[config.mk]
export PLATFORM = sky130hd
export DESIGN_NAME = psh_unit
export DESIGN_NICKNAME = d
export VERILOG_FILES = /design/src/rtl/psh_pkg.sv /design/src/rtl/psh_lane.sv /design/src/rtl/psh_packed.sv /design/src/rtl/psh_word.sv /design/src/rtl/psh_unit.sv
export SDC_FILE = /design/constraint.sdc
export NUM_CORES = 1
export LEC_CHECK = 0
export ABC_AREA = 1
export ABC_CLOCK_PERIOD_IN_PS = 5500
export BUFFER_PORTS_ARGS = -buffer_cell sky130_fd_sc_hd__buf_2
export CAP_MARGIN = 15
export CORE_MARGIN = 1
export CORE_UTILIZATION = 25
export CTS_CLUSTER_DIAMETER = 30
export DETAILED_ROUTE_END_ITERATION = 7
export HOLD_SLACK_MARGIN = 0.08
export PLACE_DENSITY = 0.42
export SLEW_MARGIN = 40
export SYNTH_ARGS = -nofsm -noshare
export SYNTH_HDL_FRONTEND = slang
export SYNTH_SLANG_ARGS = --single-unit
export TNS_END_PERCENT = 100
[constraint.sdc]
create_clock -name clk_i -period 5.5 [get_ports clk_i]
set_input_delay 0.55 -clock clk_i [delete_from_list [all_inputs] [get_ports clk_i]]
set_output_delay 0.55 -clock clk_i [all_outputs]
set_load 0.01 [all_outputs]
[src/rtl/psh_pkg.sv]
package psh_pkg;
    localparam int DW      = 32;
    localparam int BYTE_W  = 8;
    localparam int HALF_W  = 16;
    localparam int N_BYTE  = DW / BYTE_W;
    localparam int N_HALF  = DW / HALF_W;
    localparam int OP_W    = 6;

    typedef enum logic [1:0] {
        CLS_SSAT = 2'b00,
        CLS_USAT = 2'b01,
        CLS_SHLV = 2'b10,
        CLS_UHLV = 2'b11
    } psh_cls_e;

    typedef struct packed {
        logic [DW-1:0] res;
        logic          sat;
        logic          q;
    } psh_state_t;
endpackage

[src/rtl/psh_lane.sv]
module psh_lane #(
    parameter int W = 8
) (
    input  logic [W-1:0] x_i,
    input  logic [W-1:0] y_i,
    input  logic         sub_i,
    input  logic         uns_i,
    input  logic         halve_i,
    output logic [W-1:0] z_o
);
    localparam logic [W-1:0] SMAX = {1'b0, {(W-1){1'b1}}};
    localparam logic [W-1:0] SMIN = {1'b1, {(W-1){1'b0}}};

    logic [W:0] ex, ey, r;

    always_comb begin
        ex = {(uns_i ? 1'b0 : x_i[W-1]), x_i};
        ey = {(uns_i ? 1'b0 : y_i[W-1]), y_i};
        r  = sub_i ? (ex - ey) : (ex + ey);
        if (halve_i) begin
            z_o = r[W:1];
        end else if (uns_i) begin
            z_o = r[W] ? (sub_i ? '0 : '1) : r[W-1:0];
        end else begin
            z_o = (r[W] != r[W-1]) ? (r[W] ? SMIN : SMAX) : r[W-1:0];
        end
    end
endmodule

[src/rtl/psh_packed.sv]
module psh_packed
    import psh_pkg::*;
(
    input  logic [DW-1:0] a_i,
    input  logic [DW-1:0] b_i,
    input  psh_cls_e      cls_i,
    input  logic          w16_i,
    input  logic [1:0]    form_i,
    output logic [DW-1:0] z_o
);
    logic uns, halve;
    logic [DW-1:0] zb, zh;

    assign uns   = (cls_i == CLS_USAT) || (cls_i == CLS_UHLV);
    assign halve = (cls_i == CLS_SHLV) || (cls_i == CLS_UHLV);

    for (genvar i = 0; i < N_BYTE; i++) begin : g_byte
        psh_lane #(.W(BYTE_W)) u_lane (
            .x_i    (a_i[i*BYTE_W +: BYTE_W]),
            .y_i    (b_i[i*BYTE_W +: BYTE_W]),
            .sub_i  (form_i[0]),
            .uns_i  (uns),
            .halve_i(halve),
            .z_o    (zb[i*BYTE_W +: BYTE_W])
        );
    end

    for (genvar i = 0; i < N_HALF; i++) begin : g_half
        localparam int PARTNER = N_HALF - 1 - i;
        logic          sub_h;
        logic [HALF_W-1:0] y_h;
        assign y_h   = form_i[1] ? b_i[PARTNER*HALF_W +: HALF_W]
                                 : b_i[i*HALF_W +: HALF_W];
        assign sub_h = form_i[1] ? (form_i[0] ^ (i == 0)) : form_i[0];
        psh_lane #(.W(HALF_W)) u_lane (
            .x_i    (a_i[i*HALF_W +: HALF_W]),
            .y_i    (y_h),
            .sub_i  (sub_h),
            .uns_i  (uns),
            .halve_i(halve),
            .z_o    (zh[i*HALF_W +: HALF_W])
        );
    end

    assign z_o = w16_i ? zh : zb;
endmodule

[src/rtl/psh_word.sv]
module psh_word
    import psh_pkg::*;
(
    input  logic [DW-1:0] a_i,
    input  logic [DW-1:0] b_i,
    input  logic          sub_i,
    input  logic          dbl_i,
    output logic [DW-1:0] z_o,
    output logic          sat_o
);
    localparam logic [DW-1:0] SMAX = {1'b0, {(DW-1){1'b1}}};
    localparam logic [DW-1:0] SMIN = {1'b1, {(DW-1){1'b0}}};

    logic [DW:0]   dsum, fsum;
    logic [DW-1:0] dclamp, opnd;
    logic          dsat, fsat;

    always_comb begin
        dsum   = {b_i[DW-1], b_i} + {b_i[DW-1], b_i};
        dsat   = dsum[DW] != dsum[DW-1];
        dclamp = dsat ? (dsum[DW] ? SMIN : SMAX) : dsum[DW-1:0];
        opnd   = dbl_i ? dclamp : b_i;
        fsum   = sub_i ? ({a_i[DW-1], a_i} - {opnd[DW-1], opnd})
                       : ({a_i[DW-1], a_i} + {opnd[DW-1], opnd});
        fsat   = fsum[DW] != fsum[DW-1];
        z_o    = fsat ? (fsum[DW] ? SMIN : SMAX) : fsum[DW-1:0];
        sat_o  = fsat | (dbl_i & dsat);
    end
endmodule

[src/rtl/psh_unit.sv]
module psh_unit
    import psh_pkg::*;
(
    input  logic            clk_i,
    input  logic            rst_i,
    input  logic            valid_i,
    input  logic [OP_W-1:0] op_i,
    input  logic [DW-1:0]   a_i,
    input  logic [DW-1:0]   b_i,
    input  logic            clr_q_i,
    output logic [DW-1:0]   res_o,
    output logic            sat_o,
    output logic            q_o
);
    logic          word_sel;
    logic [DW-1:0] lane_res, word_res;
    logic          word_sat;
    psh_state_t    st_d, st_q;

    assign word_sel = op_i[5];

    psh_packed u_packed (
        .a_i   (a_i),
        .b_i   (b_i),
        .cls_i (psh_cls_e'(op_i[4:3])),
        .w16_i (op_i[2]),
        .form_i(op_i[1:0]),
        .z_o   (lane_res)
    );

    psh_word u_word (
        .a_i  (a_i),
        .b_i  (b_i),
        .sub_i(op_i[0]),
        .dbl_i(op_i[1]),
        .z_o  (word_res),
        .sat_o(word_sat)
    );

    always_comb begin
        st_d = st_q;
        if (valid_i) begin
            st_d.res = word_sel ? word_res : lane_res;
            st_d.sat = word_sel & word_sat;
        end
        if (clr_q_i) begin
            st_d.q = 1'b0;
        end
        if (valid_i && word_sel && word_sat) begin
            st_d.q = 1'b1;
        end
    end

    always_ff @(posedge clk_i) begin
        if (rst_i) begin
            st_q <= '0;
        end else begin
            st_q <= st_d;
        end
    end

    assign res_o = st_q.res;
    assign sat_o = st_q.sat;
    assign q_o   = st_q.q;
endmodule

==> results of run 1 <==
critical path, stage by stage:
cell and delay (ps):
buf_2 90, inv_1 50, ha_1 400, nand2_2 270, buf_4 210, nand2_1 60, a21oi_1 280, nand2_1 140
nor3_2 230, nand2_1 100, or3b_2 470, o21ai_1 170, xor2_1 180, inv_1 70, ha_1 320, a21oi_1 220
o21ai_0 120, inv_1 80, o21ai_0 70, a21oi_1 220, nand2_1 120, nand2_1 70, nand2_1 90, nand3_4 100
buf_4 220, nand3_1 120, nand2_1 160, a21oi_1 80
per-stage QoR:
stage / cells / power (mW) / setup WS, ps / utilization / hold slack [ps]
2_1_floorplan: 2177 / 2.27 / 660 / - / 487
3_3_place_gp: 2899 / 3.15 / 188 / 0.283 / 453
3_5_place_dp: 2899 / 3.15 / 132 / 0.283 / 452
4_1_cts: 2907 / 3.53 / 413 / 0.287 / 460
5_1_grt: 2908 / 3.93 / 22.6 / 0.288 / 485
6_report: 2908 / 3.57 / 392 / 0.288 / 458
registers in the layout, indices dropped and copies added (netlist names):
register  cells
res_o        32
q_o           1
sat_o         1
layout make-up:
| type | count | area [µm²] |
|---|---|---|
| fill | 5558 | 33900 |
| clock inverter | 3 | 68.8 |
| tap | 615 | 769 |
| multi-input combinational | 1832 | 10100 |
| clock buffer | 5 | 125 |
| sequential | 34 | 681 |
| inverter | 243 | 912 |
| timing repair buffer | 176 | 1070 |
per-layer routing:
metal	GRT usage	part of all wire	vias to the layer above
met5	0	0	-
li1	-	-	7336
met2	0.318	0.42	414
met1	0.309	0.51	6388
met4	0.0493	0.022	0
met3	0.0174	0.045	51
worst max path at each step:
stage / slack [ps] / end / cells after the start
final: 390 / sat_o / 28
after global routing: 20 / q_o / 28
after CTS: 410 / res_o[30] / 28
after detailed placement: 130 / res_o[30] / 28
after global placement: 190 / res_o[23] / 28
after floorplan: 660 / res_o[27] / 31
cell usage in the layout (no fill, tap or decap), types with 3 or more instances in the layout:
cell | netlist | final
a21o_1 | 8 | 8
a21oi_2 | 11 | 11
xnor2_1 | 42 | 42
nand3_1 | 140 | 140
buf_2 | 9 | 106
inv_1 | 239 | 238
o211ai_1 | 6 | 6
a31oi_1 | 16 | 16
nand2_1 | 684 | 684
xor2_1 | 117 | 117
nand2_2 | 12 | 11
a21boi_0 | 4 | 4
nor2b_1 | 4 | 4
nand4_1 | 31 | 31
nand3b_1 | 13 | 13
o21bai_1 | 10 | 10
nor3_1 | 11 | 10
o2111ai_1 | 3 | 3
dfxtp_1 | 34 | 34
inv_2 | 3 | 4
o21ai_1 | 10 | 10
nand2_4 | 2 | 3
ha_1 | 115 | 115
nand3_2 | 4 | 3
a21oi_1 | 161 | 161
clkbuf_16 | 0 | 5
buf_4 | 5 | 68
o21ai_0 | 168 | 168
o21a_1 | 10 | 10
nor2_2 | 3 | 4
fa_1 | 7 | 7
or2_2 | 13 | 13
o31ai_1 | 7 | 7
o221ai_1 | 3 | 3
nor2_1 | 194 | 192
power by group:
group | switching [mW] | total (mW) | internal (mW)
clock network | 0.107 | 0.367 | 0.260
registers | 0.0213 | 0.306 | 0.285
logic | 1.92 | 2.90 | 0.980
total | 2.05 | 3.57 | 1.53
repair_timing:
item / CTS / global route
gates resized for setup: 0 / 5
setup buffers: 0 / 1
setup endpoints to repair: 0 / 33
logic make-up after synthesis:
kind of cell / after synthesis / share of synthesized area
buf+inv: 311 / 0.107
xor+xnor: 160 / 0.117
fa+ha+maj: 122 / 0.131
flops: 34 / 0.0565
compound gates: 426 / 0.196
simple gates: 1124 / 0.392
==> flow_metrics.tcl, run 1 <==
set metrics [dict create \
    start_util 0.253 \
    tightest_slew_ps 831 \
    clkTransAtPathRegs_ps 50 \
    portBuffers 107 \
    holdCritPathClass "flop to flop" \
    dr_total_vias 14189 \
    drc 0 \
    synth_cell_types 55 \
    syn_avg_cell_area_um2 5.53 \
    synth.most_common_cell "nand2_1" \
    fin_crit_sh 0.929 \
    cts_made_buffers 5 \
    synth_common_cells "684 x nand2_1, 239 x inv_1, 194 x nor2_1" \
    cts_tree "done" \
    whs_endpoint "q_o" \
    htreeDepth 2 \
    place_hpwl_um 44900 \
    min_from "q_o" \
    power.density_nw_per_um2 260 \
    synth-edff-count 0 \
    rsz0062_at_grt "false" \
    yosys_register_bits 34 \
    fin_nets 2488 \
    grt_max_degree 42 \
    skew_ps 0 \
    grt_usage 0.207 \
    synth_area_leader_cell "nand2_1" \
    rows 80 \
    drv_slew 0 \
    p_leak_nw 7.23 \
    cp_max_fo 16 \
    wire_per_inst_um 18.0 \
    detailedRoute.firstIterationViolations 1198 \
    setup_viol 0 \
    reg2regPathDepth 3 \
    num_antenna_cells 0 \
    maxSlewHeadroom 0.445 \
    max-vdd-ir-drop_v 0.000158 \
    io_pins 108 \
    required_ps 5640 \
    synth_area_um2 12000 \
    async_reset_ff_frac 0 \
    die_width_um 221 \
    cts_hold_buf 0 \
    regToRegSetupSlack_ps 4710 \
    regToRegEndpoint "res_o[10]" \
    first_pass_iters 6 \
    status "complete, no violations" \
    place_congestion 0.923 \
    ys_warn_count 0 \
    worst_setup_path_end_kind "flop" \
    path_class "primary input to flop" \
    drv.max_cap_violation_count 0 \
    areaGrowthSynthToFinish_pct 14.0 \
    cts.path.max_buffers 2 \
    dpl_cell_area_um2 13500 \
    tns_ps 0 \
    finalInstanceArea_um2 13700 \
    whs_path_depth 2 \
    routed_via_density 4.88 \
    ctsRootBufferMaster "clkbuf_16" \
    ys_seq_area_frac 0.0565 \
    synthCells 2177 \
    cp.arrival_ps 5250 \
    die-area_um2 49000 \
    ant_nets 0 \
    drive_above_1_share 0.106 \
    finalWirelength_um 52400 \
    startpoint_type "primary input" \
    overflow 0 \
    antenna_found_initial 0 \
    crit_start "b_i[30]" \
    timing.rr.start "res_o[10]" \
    cts.sinks 34 \
    hold_viol 0 \
    syn-num-nets 2373 \
    fin_crit_ps 5110 \
    synth_top_area_share 0.213 \
    core_um2 47600 \
    fmax_mhz 196 \
    clk_latency_ps 270 \
    grt_pass1_wl_um 78900 \
    synth.area.top_cells "nand2_1 21%, ha_1 12%, xor2_1 8.5%, inv_1 7.5%, o21ai_0 7.0%" \
    synth_ff_type "dfxtp_1" \
    die_h_um 221 \
    grt_pass1_vias 13126 \
]
Note: power is estimated with default switching activity, not from simulation.
==> run 2, diff against run 1 <==
--- a/config.mk
+++ b/config.mk
@@ -5,10 +5,8 @@
 export SDC_FILE = /design/constraint.sdc
 export NUM_CORES = 1
 export LEC_CHECK = 0
-export ABC_AREA = 1
 export ABC_CLOCK_PERIOD_IN_PS = 5500
 export BUFFER_PORTS_ARGS = -buffer_cell sky130_fd_sc_hd__buf_2
-export CAP_MARGIN = 15
 export CORE_MARGIN = 1
 export CORE_UTILIZATION = 25
 export CTS_CLUSTER_DIAMETER = 30
==> flow_metrics.tcl, run 2 <==
set metrics [dict create \
    status "complete, no violations" \
    dr_total_vias 14151 \
    synthCells 1726 \
    power_mw 3.92 \
    cp.arrival_ps 5400 \
    pwr-share-comb 0.824 \
    cts.sinks 34 \
    grt_pass1_vias 13001 \
    finalWirelength_um 57400 \
    syn_avg_cell_area_um2 6.77 \
    clk_latency_ps 290 \
    clkTransAtPathRegs_ps 60 \
    drc 0 \
    fmax_mhz 192 \
    cts_tree "done" \
    antenna_found_initial 0 \
    yosys_register_bits 34 \
    synth_ff_type "dfxtp_1" \
    p_leak_nw 6.50 \
    place_congestion 0.914 \
    regToRegEndpoint "res_o[0]" \
    ys_seq_area_frac 0.0583 \
    start_util 0.255 \
    tightest_slew_ps 787 \
    regToRegSetupSlack_ps 4060 \
    synth.most_common_cell "nor2_1" \
    clkPwrFrac 0.096 \
    areaGrowthSynthToFinish_pct 27.6 \
    maxSlewHeadroom 0.469 \
    grt_max_degree 68 \
    overflow 0 \
    max-vdd-ir-drop_v 0.000184 \
    first_pass_iters 5 \
    worst_setup_path_end_kind "flop" \
    reg2regPathDepth 5 \
    tns_ps 0 \
    die-area_um2 47600 \
    crit_end "res_o[12]" \
    ctsRootBufferMaster "clkbuf_16" \
    htreeDepth 2 \
    async_reset_ff_frac 0 \
    io_pins 108 \
    required_ps 5680 \
    fin_crit_sh 0.949 \
    synth_common_cells "189 x nor2_1, 156 x a21oi_1, 127 x nand2_1" \
    synth_cell_types 89 \
    ant_nets 0 \
    holdCritPathClass "flop to flop" \
    swShare 0.517 \
    fillers 5004 \
    wire_per_inst_um 22.2 \
    cp_max_fo 7 \
    grt_pass1_wl_um 84500 \
    synth.area.top_cells "ha_1 12%, xnor2_1 8.2%, a21oi_1 6.7%, nor2_1 6.1%, dfxtp_1 5.8%" \
    fin_crit_ps 5220 \
    place_hpwl_um 48300 \
    die_h_um 218 \
    skew_ps 0 \
    final_common_cell "buf_4" \
    cts_made_buffers 5 \
    synth-edff-count 0 \
    layout_common_cells "255 x buf_4, 186 x nor2_1, 151 x a21oi_1, 126 x nand2_1, 110 x ha_1" \
    fin_nets 2179 \
    multi_input_area_um2 10400 \
    seqPwrFrac 0.080 \
    synth_area_leader_cell "ha_1" \
    p_sw_mw 2.03 \
    die_width_um 218 \
    synth_top_area_share 0.123 \
    synth_area_um2 11700 \
    setup_viol 0 \
    routed_via_density 5.48 \
    ys_warn_count 0 \
    largest_reg_flops 32 \
    core_um2 45800 \
    startpoint_type "primary input" \
    portBuffers 107 \
    hold_viol 0 \
    num_antenna_cells 0 \
    timing.rr.start "res_o[0]" \
    cts.path.max_buffers 2 \
    drv.max_cap_violation_count 0 \
    drv_slew 0 \
    drive_above_1_share 0.224 \
    rows 78 \
    path_class "primary input to flop" \
    intPower_mw 1.89 \
    grt_usage 0.234 \
    crit_start "op_i[1]" \
    syn-num-nets 1922 \
    cts_hold_buf 0 \
    final-seq-area_um2 681 \
    power.density_nw_per_um2 263 \
    detailedRoute.firstIterationViolations 1385 \
]
==> run 2: logic make-up after synthesis <==
family	synth area share
AO/OA/AOI/OAI	0.345
XOR/XNOR	0.134
adder cells (fa/ha/maj)	0.139
buffers and inverters	0.0685
flip-flops	0.0583
multiplexers	0.0377
AND/OR/NAND/NOR	0.218
==> run 2: layout make-up <==
class | instances | share of cell area
multi-input cells | 1491 | 0.698
clock inverters | 3 | 0.00461
clock buffers | 5 | 0.00839
well taps | 600 | 0.0503
inverters | 84 | 0.0211
repair buffers | 367 | 0.172
flip-flops and latches | 34 | 0.0456
==> run 2: worst min path at each step <==
stage	to	slack, ps	start	cells past startpoint
2_1_floorplan	res_o[10]	470	res_o[10]	2
3_3_place_gp	sat_o	430	sat_o	1
3_5_place_dp	q_o	440	q_o	1
4_1_cts	q_o	450	q_o	1
5_1_grt	sat_o	470	sat_o	1
6_report	q_o	450	q_o	1
==> run 2: power by group through the flow <==
stage	Sequential, mW	Clock [mW]	Combinational (mW)
floorplan	0.333	0	1.94
detailed placement	0.319	0	3.15
global placement	0.319	0	3.14
CTS	0.314	0.381	3.16
global route	0.318	0.390	3.50
finish	0.313	0.376	3.23
==> run 2: metrics by stage <==
step	area, µm²	cells	utilization	hold WS, ps	setup WS, ps
finish	14900	2584	0.326	452	280
global placement	14600	2575	0.319	430	-250
detailed placement	14600	2575	0.319	440	-233
global route	14900	2584	0.326	468	-18.5
CTS	14800	2583	0.323	455	76.3
floorplan	11900	1726	-	470	-31.5
==> run 2: per-layer routing <==
| metal | GRT usage | part of all wire | up-vias |
|---|---|---|---|
| met5 | 0 | 0 | - |
| met4 | 0.0550 | 0.023 | 0 |
| met3 | 0.0192 | 0.058 | 56 |
| met2 | 0.361 | 0.43 | 536 |
| met1 | 0.346 | 0.49 | 6692 |
| li1 | - | - | 6867 |
==> run 2: critical path: stages <==
cell       delay, ps
buf_4            130
buf_12           120
nand2b_1         130
a21boi_1         290
o21ai_0          180
o31a_1           360
a311oi_1         320
xnor2_1          340
ha_1             360
and4_1           260
and3_1           190
a32oi_1          170
and3b_2          280
xnor2_4          160
inv_2             80
ha_4             280
nor2_1            50
a21oi_1          200
o21a_1           230
o311ai_1         150
and2_1           220
a2111oi_1        340
==> run 2: what timing repair did <==
item | CTS | global route
resized for setup | 0 | 22
buffers inserted | 0 | 1
setup endpoints to repair | 0 | 34
==> run 3, diff against run 2 <==
--- a/config.mk
+++ b/config.mk
@@ -13,6 +13,8 @@
 export DETAILED_ROUTE_END_ITERATION = 7
 export HOLD_SLACK_MARGIN = 0.08
 export PLACE_DENSITY = 0.42
+export REMOVE_ABC_BUFFERS = 1
+export SETUP_SLACK_MARGIN = 0.5
 export SLEW_MARGIN = 40
 export SYNTH_ARGS = -nofsm -noshare
 export SYNTH_HDL_FRONTEND = slang
==> flow_metrics.tcl, run 3 (synthesized netlist as in run 2, its figures left out) <==
set metrics [dict create \
    core_um2 45800 \
    cts_hold_buf 0 \
    fin_crit_sh 0.906 \
    drive_above_1_share 0.282 \
    drc 0 \
    clk_latency_ps 280 \
    grt_max_degree 60 \
    first_pass_iters 5 \
    path_class "primary input to flop" \
    final_common_cell "buf_4" \
    holdCritPathClass "flop to flop" \
    drv_slew 0 \
    rows 78 \
    fillers 4846 \
    areaGrowthSynthToFinish_pct 35.5 \
    antenna_found_initial 0 \
    timing.rr.start "res_o[0]" \
    portBuffers 107 \
    min_from "sat_o" \
    status "complete, no violations" \
    dr_total_vias 14439 \
    start_util 0.255 \
    finalWirelength_um 57600 \
    fin_nets 2215 \
    routed_via_density 5.51 \
    final-seq-area_um2 681 \
    fmax_mhz 201 \
    crit_start "b_i[1]" \
    skew_ps 0 \
    tightest_slew_ps 931 \
    dp_slack_ps -261 \
    layout_common_cells "267 x buf_4, 183 x nor2_1, 136 x a21oi_1, 123 x nand2_1, 109 x ha_1" \
    required_ps 5690 \
    die_h_um 218 \
    finalWorstSetupSlack_ps 515 \
    grt_pass1_wl_um 85200 \
    setup_viol 0 \
    io_pins 108 \
    htreeDepth 2 \
    regToRegSetupSlack_ps 3950 \
    p_leak_nw 6.83 \
    worst_setup_path_end_kind "flop" \
    wire_per_inst_um 22.0 \
    grt_pass1_vias 13483 \
    startpoint_type "primary input" \
    fin_crit_ps 4980 \
    cts.path.max_buffers 2 \
    place_hpwl_um 47400 \
    ant_nets 0 \
    clkTransAtPathRegs_ps 60 \
    max-vdd-ir-drop_v 0.000124 \
    die_width_um 218 \
    cp.arrival_ps 5180 \
    power_mw 4.10 \
    place_congestion 0.935 \
    maxSlewHeadroom 0.379 \
    rsz0062_at_grt "true" \
    detailedRoute.firstIterationViolations 1347 \
    largest_reg_flops 32 \
    dp.cells 2580 \
    cts_tree "done" \
    multi_input_area_um2 11000 \
    cp_max_fo 7 \
    hold_viol 0 \
    drv.max_cap_violation_count 0 \
    cts_made_buffers 5 \
    die-area_um2 47600 \
    num_antenna_cells 0 \
    overflow 0 \
    grt_usage 0.234 \
    power.density_nw_per_um2 259 \
    cts.sinks 34 \
    ctsRootBufferMaster "clkbuf_16" \
    final_cells 2620 \
]
## run 3: changes by cell type in the layout (fill, tap and decap cells not counted), sizes merged
cell	change
buf	+35
bufinv	-1
clkbuf	+1
clkinv	-1
clkinvlp	+2
## run 3: area by class of cell
type | count | area share
inverter | 84 | 0.0199
clock inverter | 3 | 0.00284
sequential | 34 | 0.0430
tap | 600 | 0.0474
timing repair buffer | 403 | 0.185
multi-input combinational | 1491 | 0.694
clock buffer | 5 | 0.00790
## run 3: metal layers
layer  track usage  share of wire  wire, µm
met5             0              0         0
met4        0.0627          0.026      1520
met3       0.00696          0.042      2390
met2         0.373           0.45     25700
met1         0.342           0.48     27900
## run 3: critical path, cell delays in order
cell and delay, ps:
buf_2 120, buf_4 180, mux2i_4 190, ha_4 160, or4b_4 460, a222oi_1 420
buf_4 210, buf_12 100, buf_4 100, nor2_1 40, xor2_1 270, ha_1 330
buf_4 150, nand4_1 130, nor2_2 80, o41ai_2 230, buf_4 230, xnor2_2 80
buf_6 180, a221oi_4 260, a211oi_2 100, or3_1 390, a311oi_1 220
## run 3: final timing paths
path	end	cells past startpoint
max reg2reg	res_o[0]	5
min	sat_o	1
max	res_o[18]	23
min reg2reg	sat_o	1
## run 3: stage by stage
| step | util | hold WS [ps] | TNS (ps) | instance area [µm²] |
|---|---|---|---|---|
| after floorplan | - | 470 | -14150 | 11200 |
| after global placement | 0.316 | 444 | -3990 | 14500 |
| after detailed placement | 0.316 | 439 | -4640 | 14500 |
| after CTS | 0.328 | 453 | 0 | 15000 |
| after global routing | 0.346 | 481 | 0 | 15800 |
| final | 0.346 | 453 | 0 | 15800 |
## run 3: report_power, final
group	total [mW]	internal (mW)	switching [mW]	leakage, nW
Sequential	0.319	0.288	0.0307	0.282
Clock	0.330	0.214	0.116	0.0760
Combinational	3.45	1.47	1.98	6.47
## run 3: repair_timing
action,4_1_cts,5_1_grt
setup buffers,9,21
pin swaps,36,78
gates cloned,0,2
resized for setup,58,143
endpoints found under the setup margin,34,34
